<file path="config.mk">
export PLATFORM = sky130hd
export DESIGN_NAME = grab_arbiter
export DESIGN_NICKNAME = d
export VERILOG_FILES = /design/src/rtl/grab_arb_pkg.sv /design/src/rtl/grab_ctrl.sv /design/src/rtl/grab_timer.sv /design/src/rtl/grab_rr_arb.sv /design/src/rtl/grab_arbiter.sv
export SDC_FILE = /design/constraint.sdc
export NUM_CORES = 1
export LEC_CHECK = 0
export ABC_CLOCK_PERIOD_IN_PS = 1900
export BUFFER_PORTS_ARGS = -buffer_cell sky130_fd_sc_hd__buf_2
export CAP_MARGIN = 20
export CORE_MARGIN = 4
export CORE_UTILIZATION = 44
export CTS_CLUSTER_DIAMETER = 40
export DETAILED_ROUTE_END_ITERATION = 10
export PLACE_DENSITY_LB_ADDON = 0.25
export SKIP_CTS_REPAIR_TIMING = 1
export SLEW_MARGIN = 25
export SYNTH_ARGS = -nofsm -noshare
export SYNTH_HDL_FRONTEND = slang
export SYNTH_SLANG_ARGS = --single-unit
</file>
<file path="constraint.sdc">
create_clock -name clk -period 1.9 [get_ports clk]
set_clock_uncertainty 0.2 [all_clocks]
set_input_delay 0.19 -clock clk [delete_from_list [all_inputs] [get_ports clk]]
set_output_delay 0.19 -clock clk [all_outputs]
set_load 0.01 [all_outputs]
</file>
<file path="src/rtl/grab_arb_pkg.sv">
package grab_arb_pkg;
    localparam int unsigned CFG_W = 32;
    localparam int unsigned KEY_W = 28;
    localparam int unsigned RSV_W = CFG_W - KEY_W - 1;
    localparam logic [KEY_W-1:0] LOCK_KEY = 28'h9EDCB4A;
    localparam int unsigned N_PORTS = 2;

    typedef enum logic [0:0] {
        PORT_PRIV   = 1'b0,
        PORT_SHARED = 1'b1
    } port_e;

    typedef struct packed {
        logic [KEY_W-1:0] key;
        logic             lock;
        logic             tmo;
    } ctrl_s;

    typedef struct packed {
        logic  busy;
        port_e owner;
        port_e last;
    } arb_s;
endpackage

</file>
<file path="src/rtl/grab_ctrl.sv">
module grab_ctrl
    import grab_arb_pkg::*;
(
    input  logic             clk,
    input  logic             rst_n,
    input  logic             wr_en,
    input  logic [CFG_W-1:0] wdata,
    input  logic             stat_wr_en,
    input  logic             stat_wdata,
    input  logic             tmo_hit,
    output logic [KEY_W-1:0] key_o,
    output logic             lock_q_o,
    output logic             lock_d_o,
    output logic             tmo_o
);
    ctrl_s st_q, st_d;
    logic  key_ok;

    assign key_ok = (wdata[CFG_W-1 -: KEY_W] == LOCK_KEY);

    always_comb begin
        st_d = st_q;
        if (wr_en) begin
            st_d.key = wdata[CFG_W-1 -: KEY_W];
            if (key_ok) begin
                st_d.lock = wdata[0];
            end
        end
        if (stat_wr_en && stat_wdata) begin
            st_d.tmo = 1'b0;
        end
        // timeout takes precedence over both writes
        if (tmo_hit) begin
            st_d.tmo  = 1'b1;
            st_d.lock = 1'b0;
        end
    end

    always_ff @(posedge clk or negedge rst_n) begin
        if (!rst_n) begin
            st_q <= '0;
        end else begin
            st_q <= st_d;
        end
    end

    assign key_o    = st_q.key;
    assign lock_q_o = st_q.lock;
    assign lock_d_o = st_d.lock;
    assign tmo_o    = st_q.tmo;
endmodule

</file>
<file path="src/rtl/grab_timer.sv">
module grab_timer #(
    parameter int unsigned CNT_W = 32
) (
    input  logic             clk,
    input  logic             rst_n,
    input  logic             lock_q,
    input  logic             lock_d,
    input  logic [CNT_W-1:0] thresh,
    output logic [CNT_W-1:0] cnt_o,
    output logic             hit_o
);
    localparam logic [CNT_W-1:0] CNT_ONE = {{(CNT_W-1){1'b0}}, 1'b1};

    logic [CNT_W-1:0] cnt_q, cnt_d;

    assign hit_o = lock_q && (cnt_q == thresh);

    always_comb begin
        if (lock_q && lock_d) begin
            cnt_d = cnt_q + CNT_ONE;
        end else begin
            cnt_d = '0;
        end
    end

    always_ff @(posedge clk or negedge rst_n) begin
        if (!rst_n) begin
            cnt_q <= '0;
        end else begin
            cnt_q <= cnt_d;
        end
    end

    assign cnt_o = cnt_q;
endmodule

</file>
<file path="src/rtl/grab_rr_arb.sv">
module grab_rr_arb
    import grab_arb_pkg::*;
(
    input  logic               clk,
    input  logic               rst_n,
    input  logic [N_PORTS-1:0] req,
    input  logic [N_PORTS-1:0] done,
    input  logic               lock,
    output logic [N_PORTS-1:0] gnt
);
    arb_s st_q, st_d;
    logic [N_PORTS-1:0] elig;

    assign elig[PORT_PRIV]   = req[PORT_PRIV];
    assign elig[PORT_SHARED] = req[PORT_SHARED] && !lock;

    always_comb begin
        st_d = st_q;
        if (st_q.busy) begin
            if (done[st_q.owner]) begin
                st_d.busy = 1'b0;
            end
        end else if (elig[PORT_PRIV] && elig[PORT_SHARED]) begin
            st_d.busy  = 1'b1;
            st_d.owner = (st_q.last == PORT_PRIV) ? PORT_SHARED : PORT_PRIV;
            st_d.last  = st_d.owner;
        end else if (elig[PORT_PRIV]) begin
            st_d.busy  = 1'b1;
            st_d.owner = PORT_PRIV;
            st_d.last  = PORT_PRIV;
        end else if (elig[PORT_SHARED]) begin
            st_d.busy  = 1'b1;
            st_d.owner = PORT_SHARED;
            st_d.last  = PORT_SHARED;
        end
    end

    always_ff @(posedge clk or negedge rst_n) begin
        if (!rst_n) begin
            st_q <= '{busy: 1'b0, owner: PORT_PRIV, last: PORT_SHARED};
        end else begin
            st_q <= st_d;
        end
    end

    for (genvar i = 0; i < N_PORTS; i++) begin : g_gnt
        assign gnt[i] = st_q.busy && (st_q.owner == port_e'(i));
    end
endmodule

</file>
<file path="src/rtl/grab_arbiter.sv">
module grab_arbiter
    import grab_arb_pkg::*;
#(
    parameter int unsigned CNT_W = 32
) (
    input  logic             clk,
    input  logic             rst_n,
    input  logic             cfg_wr_en,
    input  logic [CFG_W-1:0] cfg_wdata,
    output logic [CFG_W-1:0] cfg_rdata,
    input  logic             stat_wr_en,
    input  logic             stat_wdata,
    output logic             timeout_flag,
    input  logic [CNT_W-1:0] timeout_thresh,
    output logic [CNT_W-1:0] cnt_rdata,
    input  logic             m0_req,
    input  logic             m0_done,
    output logic             m0_gnt,
    input  logic             m1_req,
    input  logic             m1_done,
    output logic             m1_gnt
);
    logic [KEY_W-1:0]   key;
    logic               lock_q, lock_d, hit;
    logic [N_PORTS-1:0] gnt;

    grab_ctrl u_ctrl (
        .clk        (clk),
        .rst_n      (rst_n),
        .wr_en      (cfg_wr_en),
        .wdata      (cfg_wdata),
        .stat_wr_en (stat_wr_en),
        .stat_wdata (stat_wdata),
        .tmo_hit    (hit),
        .key_o      (key),
        .lock_q_o   (lock_q),
        .lock_d_o   (lock_d),
        .tmo_o      (timeout_flag)
    );

    grab_timer #(.CNT_W(CNT_W)) u_timer (
        .clk    (clk),
        .rst_n  (rst_n),
        .lock_q (lock_q),
        .lock_d (lock_d),
        .thresh (timeout_thresh),
        .cnt_o  (cnt_rdata),
        .hit_o  (hit)
    );

    grab_rr_arb u_arb (
        .clk   (clk),
        .rst_n (rst_n),
        .req   ({m1_req, m0_req}),
        .done  ({m1_done, m0_done}),
        .lock  (lock_q),
        .gnt   (gnt)
    );

    assign cfg_rdata = {key, {RSV_W{1'b0}}, lock_q};
    assign m0_gnt    = gnt[PORT_PRIV];
    assign m1_gnt    = gnt[PORT_SHARED];
endmodule

</file>
Word-level counts from Yosys, hierarchy flattened
Index checks and enable logic that the tools add are counted.
W data, S select, Z words.
Word-level totals
  bits of input ports: 73
  bits in registers: 65
  output and inout port bits: 67
Cells by class
  order comparisons: 1
  bitwise operators: 2
  eq/ne operators: 2
  mux-type cells: 13
  add/subtract/negate cells: 1
  reduce and logical (&&, ||, !) cells: 11
Operator list (count)
  $add A32 B1 Y32 const B: 1
  $eq A32 B32 Y1: 1
  $mux W32: 1
  $eq A28 B28 Y1 const B: 1
  $mux W3: 3
  $mux W1: 8
  $logic_and A1 B1 Y1: 7
  $reduce_bool A3 Y1: 1
  $lt A1 B2 Y1 const B: 1
  $mux W2: 1
  $not A1 Y1: 2
  $reduce_and A2 Y1: 1
  $reduce_bool A2 Y1: 1
  $logic_not A1 Y1: 1

Logic depth before layout (Yosys ltp)
Gate-level depths: netlist of the first run.
  word-level depth: 6
  gate-level depth with buffers: 7

By module
A second synthesis of the first run with hierarchy kept.
Unflattened totals
  cell total of the unflattened synthesis: 322
  area, all modules: 3452.1 sq um
By module, submodules not included
  grab_timer: cells an instance 226, area each 2025.7 sq um, times used 1, seq. area each 800.8 sq um
  grab_ctrl: cells an instance 77, area each 1216.2 sq um, times used 1, seq. area each 750.7 sq um
  grab_rr_arb: cells an instance 14, area each 176.4 sq um, times used 1, seq. area each 76.3 sq um
  grab_arbiter: cells an instance 5, area each 33.8 sq um, times used 1, seq. area each 0.0 sq um

Worst setup path after synthesis of the first run
OpenSTA, ideal clock, no wires.
  kind: register to register
  start: reg u_timer.cnt_q[2], in the netlist u_timer.cnt_o[2]
  end: reg u_timer.cnt_q[0], in the netlist u_timer.cnt_o[0]
  setup time: 0.130 ns
  required time: 1.570 ns
  slack: -0.103 ns
  arrival: 1.673 ns
  cell stages (with the launch flop): 8
  period minus slack after synthesis: 2.003 ns
  buffers on the path: 2
  path through: dfrtp_1 buf_6 xor2_1 nor4_1 nand4_1 o31ai_4 buf_6 nor2_1
On the way
  longest elaborated chain between the ends: 5
RTL lines
  from (decl): RTL line grab_timer.sv:14  | logic [CNT_W-1:0] cnt_q, cnt_d;
  from (signal assigned): RTL line grab_timer.sv:30  | cnt_q <= cnt_d;
  $eq A32 B32 Y1: RTL line grab_timer.sv:16  | assign hit_o = lock_q && (cnt_q == thresh);
  $logic_and A1 B1 Y1: RTL line grab_timer.sv:16
  $mux W2: RTL line grab_ctrl.sv:33  | if (tmo_hit) begin
  $logic_and A1 B1 Y1: RTL line grab_timer.sv:19  | if (lock_q && lock_d) begin
  $mux W32: RTL line grab_timer.sv:19
  named net u_timer.cnt_d[0]: RTL line grab_timer.sv:14
The timed path passes the listed nets, and every way through them passes these cells.
A chain may end at the register's enable or synchronous reset.

Final worst setup path of the first run
  start: reg u_timer.cnt_q[6], in the netlist u_timer.cnt_o[6]
  end: reg u_timer.cnt_q[2], in the netlist u_timer.cnt_o[2]
Same word-level chain as after synthesis.

==> results.sh, run 1 <==
export IMPL_die_h_um=96.5
export IMPL_vias=3287
export IMPL_seq_area_frac_synth_pct=47.2
export IMPL_grt_pass1_wl_um=15000
export IMPL_vdd_drop_max_v=0.000351
export IMPL_cp_max_fo=23
export IMPL_globalplace_congestion=0.861
export IMPL_first_pass_iters=4
export IMPL_rsz0062_at_grt="true"
export IMPL_cts_root_buf="clkbuf_8"
export IMPL_yosysTopAreaCellShare_pct=46.5
export IMPL_drv_slew=0
export IMPL_final_util_pct=67.1
export IMPL_grt_pass1_vias=3160
export IMPL_nets=617
export IMPL_grt_start_max_net_pins=37
export IMPL_cts_max_level=3
export IMPL_placed_cells=599
export IMPL_io_pins=140
export IMPL_timing_fmax_mhz=498
export IMPL_grt_remaining_overflow=0
export IMPL_hold_viol=0
export IMPL_antenna_left=0
export IMPL_num_rows=32
export IMPL_synth_top_cell_by_area="dfrtp_1"
export IMPL_finalWorstSetupSlack_ps=-106
export IMPL_cts_num_sinks=65
export IMPL_synthTopCellsByArea="dfrtp_1 (46%), xor2_1 (13%), mux2_2 (9.5%), nor2_1 (4.5%), nand4_1 (3.3%)"
export IMPL_syn_avg_cell_area_um2=10.7
export IMPL_die_x_um=96.5
export IMPL_status="finished, violations left"
export IMPL_vias_per_cell=5.06
export IMPL_wirelength_um=10700
export IMPL_netlist_area_mm2=0.00345
export IMPL_failed_checks="negative setup slack"
export IMPL_post_route_period_util_pct=106
export IMPL_synth_cell_types=39
export IMPL_synth_warnings=0
export IMPL_setup_viol=31
export IMPL_core_area_mm2=0.00769
export IMPL_antenna_found_initial=0
export IMPL_clkSlewWorstSetupHoldPaths_ps=80
export IMPL_clkLatencyLatePin_ps=340
export IMPL_numCtsBuffers=9
export IMPL_drtIter0Drc=105
export IMPL_worstPathArrival_ps=2040
export IMPL_finalSetupTns_ps=-3030
export IMPL_numPortBuffers=133
export IMPL_die_area_mm2=0.00931
export IMPL_cap_violations=0
export IMPL_drc=0
export IMPL_power_leakage_nw=2.49
export IMPL_path_class="register to register"
export IMPL_netlist_instances=322
export IMPL_hold_class="primary input to asynchronous set/reset pin"
export IMPL_grt_total_usage_pct=21.4
export IMPL_antennaDiodeCount=0
export IMPL_dp_hpwl_um=7790
export IMPL_stdcell_count=650
export IMPL_power_density_mw_per_mm2=606
export IMPL_startpoint_type="register"
export IMPL_cts_tree="built"
export IMPL_layout_drive_gt1_share_pct=45.8
export IMPL_synth_seq_cells=65
export IMPL_start_util_pct=44.8
export IMPL_wl_per_cell_um=16.4
export IMPL_cp_end_kind="register"
export IMPL_required_ps=1930
export IMPL_min_period_ps=2010
export IMPL_clockBufferDepth=2
export IMPL_synthToLayoutAreaGrowth_pct=49.5
sequential cells by signal (all words and copies together), names as in the netlist:
register,cells
u_ctrl.key_o,28
u_arb.st_q,3
u_ctrl.tmo_o,1
u_timer.cnt_o,32
u_ctrl.lock_q_o,1
path summary, 6_finish.rpt:
kind | from | slack (ps) | endpoint | depth (start not counted)
min reg2reg | u_ctrl.tmo_o | 270 | u_ctrl.tmo_o | 1
max | u_timer.cnt_o[6] | -110 | u_timer.cnt_o[2] | 6
min in group clk | m1_req | 100 | u_arb.st_q[2] | 4
max reg2reg | u_timer.cnt_o[6] | -110 | u_timer.cnt_o[2] | 6
max in group asynchronous | rst_n | 930 | u_arb.st_q[0] | 3
min | rst_n | 40 | u_ctrl.key_o[1] | 2
routing by layer:
layer | track usage (%) | routed length (µm)
met5 | 0 | 0
met4 | 5.96 | 142
met3 | 5.34 | 836
met2 | 35.4 | 5290
met1 | 28.0 | 4390
cell usage after synthesis:
library cell,number
ha_1,1
nor3_1,6
o31ai_4,1
a31oi_1,1
a22o_1,1
dfstp_2,1
a21oi_1,1
o21ai_0,1
nand4bb_1,1
nand4_1,18
mux2_2,29
conb_1,1
inv_1,5
nand2_1,13
or2_2,1
or3_1,1
buf_2,2
a21o_1,1
nor2b_1,3
nor4_2,3
nor4_1,18
and3b_1,1
o31a_1,1
mux2i_1,1
and3_1,4
xor2_1,53
xnor2_1,8
nand3_1,17
and4b_1,1
clkbuf_1,4
nand2b_1,1
nand3b_1,2
buf_4,4
dfrtp_1,64
nor4bb_1,3
and2_1,1
and4_1,3
buf_6,4
nor2_1,41
power by group:
| group | internal (mW) | total, mW | switching [mW] |
|---|---|---|---|
| combinational | 0.298 | 0.542 | 0.244 |
| clock | 0.478 | 1.04 | 0.561 |
| sequential | 1.48 | 1.54 | 0.0620 |
| total | 2.26 | 3.13 | 0.868 |
area by class of cell:
cell class / count / area (µm²)
inverters: 5 / 18.8
flip-flops and latches: 65 / 1640
clock inverters: 6 / 43.8
repair buffers: 222 / 1460
clock buffers: 10 / 128
multi-input cells: 240 / 1740
well taps: 102 / 128
fillers: 641 / 2530
stage by stage:
step | total power [mW] | cell area, µm² | hold WS (ps) | setup slack, ps
3_5_place_dp | 2.04 | 4610 | -149 | -61.9
4_1_cts | 3.09 | 4780 | -526 | -72.2
6_report | 3.13 | 5150 | 39.1 | -106
2_1_floorplan | 1.79 | 3470 | -306 | 1.17
5_1_grt | 3.29 | 5150 | 27.5 | -158
3_3_place_gp | 2.02 | 4610 | -146 | -34.5
cell usage in the layout (no fill, tap or decap), types with 7 or more instances in the layout:
cell,count
mux2_2,29
nor2_1,41
clkbuf_8,9
dfrtp_1,56
dfrtp_2,8
buf_2,133
nor4_2,7
nand4_1,18
xnor2_1,8
buf_4,51
nand3_1,17
dlygate4sd3_1,35
nor4_1,14
xor2_1,53
nand2_1,13
cell families after synthesis:
group,Yosys count,share of synthesized area [%]
and+or+nand+nor,138,21.8
DFF,65,47.2
xor gates and xnor gates,61,15.5
muxes,30,9.76
buffers and inverters,19,3.45
AOI/OAI and AO/OA,7,1.81
adders and majority gates,1,0.363
other,1,0.109
worst max-delay path, stage by stage (launching register included):
cell and delay (ps):
dfrtp_2 410, xor2_1 190, nor4_1 290, nand3_1 190
o31ai_4 340, buf_12 200, nor2_1 60
Power figures use the tool's default switching activity.
==> run 2: changes to the inputs <==
- CORE_UTILIZATION: 44 -> 30
- TNS_END_PERCENT: unset -> 1
==> results.sh, run 2 (synthesis gave the netlist of run 1 again) <==
export IMPL_required_ps=1910
export IMPL_stdcell_count=685
export IMPL_wl_per_cell_um=16.1
export IMPL_drv_slew=0
export IMPL_cp_end_kind="register"
export IMPL_vias_per_cell=4.73
export IMPL_antenna_left=0
export IMPL_first_pass_iters=4
export IMPL_drc=0
export IMPL_core_area_mm2=0.0110
export IMPL_pwr_share_comb_pct=14.0
export IMPL_cp_num_buf_inv=1
export IMPL_top_usage_layer="met2"
export IMPL_grt_pass1_wl_um=16600
export IMPL_numCtsBuffers=9
export IMPL_cts_root_buf="clkbuf_16"
export IMPL_crit_family="simple AND/OR/NAND/NOR gates"
export IMPL_cts_tree="built"
export IMPL_power_share_sequential_pct=40.3
export IMPL_final_util_pct=47.9
export IMPL_nets=614
export IMPL_intPower_mw=2.92
export IMPL_vias=3238
export IMPL_antennaDiodeCount=0
export IMPL_largest_reg_flops=32
export IMPL_grt_pass1_vias=3161
export IMPL_met3_usage_pct=4.00
export IMPL_rsz0062_at_grt="true"
export IMPL_grt_total_usage_pct=16.2
export IMPL_layout_common_cells="buf_2 (133), dfrtp_1 (59), xor2_1 (53)"
export IMPL_path_class="register to register"
export IMPL_cts_max_level=3
export IMPL_drtIter0Drc=168
export IMPL_final_common_cell="buf_2"
export IMPL_startpoint_type="register"
export IMPL_grt_use_met2_pct=25.2
export IMPL_cts_num_sinks=65
export IMPL_wirelength_um=11000
export IMPL_grt_use_met1_pct=22.3
export IMPL_power_density_mw_per_mm2=726
export IMPL_min_period_ps=2000
export IMPL_sw_frac_of_total_pct=23.9
export IMPL_synthToLayoutAreaGrowth_pct=53.2
export IMPL_antenna_found_initial=0
export IMPL_slowest_stage="dfrtp_1"
export IMPL_setup_viol=31
export IMPL_numPortBuffers=133
export IMPL_die_x_um=115
export IMPL_dp_hpwl_um=8340
export IMPL_grt_start_max_net_pins=66
export IMPL_cp_max_fo=16
export IMPL_grt_remaining_overflow=0
export IMPL_clkLatencyLatePin_ps=330
export IMPL_post_route_period_util_pct=105
export IMPL_clockBufferDepth=2
export IMPL_power_mw=3.84
export IMPL_cap_violations=0
export IMPL_crit_chain="xor2_1, nor4_1, nand4_1, o31ai_4, buf_6, nor2_1"
export IMPL_io_pins=140
export IMPL_start_util_pct=31.3
export IMPL_die_area_mm2=0.0133
export IMPL_layout_drive_gt1_share_pct=45.0
export IMPL_status="finished, violations left"
export IMPL_final_area_mm2=0.00528
export IMPL_timing_fmax_mhz=501
export IMPL_worstPathArrival_ps=2010
export IMPL_critical_path_max_stage_delay_ps=380
export IMPL_globalplace_congestion=0.874
export IMPL_power_leakage_nw=2.54
export IMPL_placed_cell_area_mm2=0.00462
export IMPL_whs_ps=-42.6
export IMPL_die_h_um=115
export IMPL_vdd_drop_max_v=0.000342
export IMPL_clkPwrFrac_pct=45.7
export IMPL_hold_viol=1
export IMPL_clkSlewWorstSetupHoldPaths_ps=50
export IMPL_placed_cells=636
export IMPL_hold_class="primary input to register"
export IMPL_p_sw_uw=917
export IMPL_finalWorstSetupSlack_ps=-96.2
export IMPL_failed_checks="negative hold slack, negative setup slack"
export IMPL_num_rows=38
[run 2: changes by cell type in the layout (fill, tap and decap cells not counted), moves of 2 or more]
cell           previous run  this run
clkbuf_8                  9         0
buf_6                     0         2
clkinv_4                  2         0
dfrtp_2                   8         5
bufinv_16                 0         2
dlygate4sd3_1            35        33
clkbuf_16                 0         9
buf_12                    3         1
dfrtp_1                  56        59
[run 2: cell type report]
cell class / count / area, µm²
Fill cell: 1027 / 5750
Multi-Input combinational cell: 240 / 1730
Sequential cell: 65 / 1630
Timing Repair Buffer: 219 / 1410
Clock buffer: 10 / 229
Tap cell: 140 / 175
Clock inverter: 6 / 82.6
Inverter: 5 / 18.8
[run 2: stage by stage]
| step | worst slack [ps] | setup TNS [ps] |
|---|---|---|
| 4_1_cts | -102 | -2480 |
| 3_5_place_dp | -111 | -2830 |
| 6_report | -96.2 | -2510 |
| 5_1_grt | -229 | -6920 |
| 3_3_place_gp | -101 | -2650 |
| 2_1_floorplan | 1.17 | 0 |
[run 2: routing by layer]
layer,vias up,part of all wire [%]
met1,1524,45
met5,-,0
li1,1570,-
met3,14,7.8
met2,130,46
met4,0,1.4
[run 2: worst min-delay path, delay by kind of cell]
family | cells | cell delay (ps)
AOI/OAI and AO/OA | 1 | 100
buffers and inverters | 1 | 90
and+or+nand+nor | 1 | 60
[run 2: power groups by stage]
stage	Combinational, mW	Clock (mW)	Sequential [mW]
5_1_grt	0.586	1.87	1.56
2_1_floorplan	0.203	0	1.59
6_report	0.536	1.75	1.55
4_1_cts	0.477	1.81	1.55
3_5_place_dp	0.476	0	1.57
3_3_place_gp	0.471	0	1.56
[run 2: path summary, 6_finish.rpt]
| check | from | end | slack (ps) | depth (start not counted) |
|---|---|---|---|---|
| worst max-delay path | u_timer.cnt_o[22] | u_timer.cnt_o[16] | -100 | 6 |
| worst min-delay path | stat_wdata | u_ctrl.tmo_o | -40 | 3 |
| worst max register to register | u_timer.cnt_o[22] | u_timer.cnt_o[16] | -100 | 6 |
| worst min register to register | u_ctrl.tmo_o | u_ctrl.tmo_o | 270 | 1 |
| max in group asynchronous | rst_n | u_timer.cnt_o[26] | 980 | 3 |
| min in group asynchronous | rst_n | u_ctrl.key_o[9] | 210 | 3 |
==> run 3: changes to the inputs <==
- CAP_MARGIN: 20 -> 25
- CTS_CLUSTER_SIZE: unset -> 28
- HOLD_SLACK_MARGIN: unset -> 0.05
==> results.sh, run 3 (synthesis gave the netlist of run 1 again) <==
export IMPL_status="finished, violations left"
export IMPL_failed_checks="negative setup slack"
export IMPL_die_x_um=115
export IMPL_required_ps=1910
export IMPL_cp_max_fo=16
export IMPL_placed_cells=636
export IMPL_finalWorstSetupSlack_ps=-91.0
export IMPL_hold_class="primary input to register"
export IMPL_nets=616
export IMPL_layout_drive_gt1_share_pct=44.8
export IMPL_grt_pass1_wl_um=16600
export IMPL_grt_remaining_overflow=0
export IMPL_cp_end_kind="register"
export IMPL_drtIter0Drc=197
export IMPL_cts_tree="built"
export IMPL_vias=3275
export IMPL_first_pass_iters=4
export IMPL_clockBufferDepth=2
export IMPL_die_area_mm2=0.0133
export IMPL_path_class="register to register"
export IMPL_largest_reg_flops=32
export IMPL_layout_common_cells="buf_2 (133), dfrtp_1 (59), xor2_1 (53)"
export IMPL_antenna_left=0
export IMPL_numCtsBuffers=9
export IMPL_worstPathArrival_ps=2000
export IMPL_io_pins=140
export IMPL_cts_max_level=3
export IMPL_grt_total_usage_pct=16.2
export IMPL_setup_viol=31
export IMPL_timing_fmax_mhz=502
export IMPL_numPortBuffers=133
export IMPL_crit_chain="xor2_1, nor4_1, nand4_1, o31ai_4, buf_6, nor2_1"
export IMPL_vias_per_cell=4.77
export IMPL_power_density_mw_per_mm2=724
export IMPL_n_fill_cell=1026
export IMPL_slowest_stage="dfrtp_1"
export IMPL_critical_path_max_stage_delay_ps=380
export IMPL_globalplace_congestion=0.874
export IMPL_cts_num_sinks=65
export IMPL_wl_per_cell_um=16.1
export IMPL_antenna_found_initial=0
export IMPL_rsz0062_at_grt="true"
export IMPL_hold_viol=0
export IMPL_grt_pass1_vias=3161
export IMPL_clkLatencyLatePin_ps=330
export IMPL_num_rows=38
export IMPL_stdcell_count=687
export IMPL_power_leakage_nw=2.55
export IMPL_wirelength_um=11000
export IMPL_finalSetupTns_ps=-2350
export IMPL_start_util_pct=31.3
export IMPL_min_period_ps=1990
export IMPL_clkSlewWorstSetupHoldPaths_ps=60
export IMPL_final_common_cell="buf_2"
export IMPL_post_route_period_util_pct=105
export IMPL_die_h_um=115
export IMPL_vdd_drop_max_v=0.000342
export IMPL_synthToLayoutAreaGrowth_pct=53.8
export IMPL_startpoint_type="register"
export IMPL_antennaDiodeCount=0
export IMPL_cts_root_buf="clkbuf_16"
export IMPL_dp_hpwl_um=8340
export IMPL_cap_violations=0
export IMPL_drv_slew=0
export IMPL_drc=0
export IMPL_core_area_mm2=0.0110
export IMPL_grt_start_max_net_pins=66
==> run 3: through the flow <==
| step | utilization, % | hold WS (ps) | setup slack (ps) | power [mW] | cell area, µm² |
|---|---|---|---|---|---|
| 2_1_floorplan | - | -306 | 1.17 | 1.79 | 3470 |
| 3_3_place_gp | 41.9 | 42.3 | -101 | 2.03 | 4620 |
| 3_5_place_dp | 41.9 | 41.1 | -111 | 2.05 | 4620 |
| 4_1_cts | 44.7 | -311 | -102 | 3.83 | 4930 |
| 5_1_grt | 48.1 | 136 | -229 | 4.02 | 5300 |
| 6_report | 48.1 | 94.4 | -91.0 | 3.84 | 5300 |
==> run 3: routing by layer <==
layer  vias to the layer above  track usage [%]  share of wire [%]
li1                       1575                -                  -
met4                         0             5.16                1.6
met1                      1539             22.3                 44
met3                        16             4.00                7.9
met2                       145             25.2                 46
met5                         -                0                  0
==> run 3: area by class of cell <==
type	instances	area [µm²]	share of cell area, %
multi-input combinational	240	1730	32.6
clock inverter	6	82.6	1.56
tap	140	175	3.30
sequential	65	1630	30.8
timing repair buffer	221	1430	27.0
clock buffer	10	229	4.32
inverter	5	18.8	0.354
==> run 3: report_power, final <==
part	internal, mW	leakage (nW)	switching [mW]
Clock	1.14	0.152	0.612
Combinational	0.296	1.57	0.243
Sequential	1.49	0.828	0.0622
==> run 3: path summary, 6_finish.rpt <==
| kind | startpoint | to | slack [ps] | cells past startpoint |
|---|---|---|---|---|
| hold / removal | m1_req | u_arb.st_q[2] | 90 | 4 |
| setup / recovery | u_timer.cnt_o[22] | u_timer.cnt_o[16] | -90 | 6 |
| setup reg to reg | u_timer.cnt_o[22] | u_timer.cnt_o[16] | -90 | 6 |
| min in group asynchronous | rst_n | u_ctrl.key_o[9] | 210 | 3 |
| max in group asynchronous | rst_n | u_timer.cnt_o[26] | 980 | 3 |
| hold reg to reg | u_ctrl.tmo_o | u_ctrl.tmo_o | 270 | 1 |
==> run 3: critical path: cells and delay by family (launching register included) <==
family / cells / cell delay (ps)
buffers and inverters: 1 / 220
flip-flops: 1 / 380
AO/OA/AOI/OAI: 1 / 250
XOR/XNOR: 1 / 180
AND/OR/NAND/NOR: 3 / 650
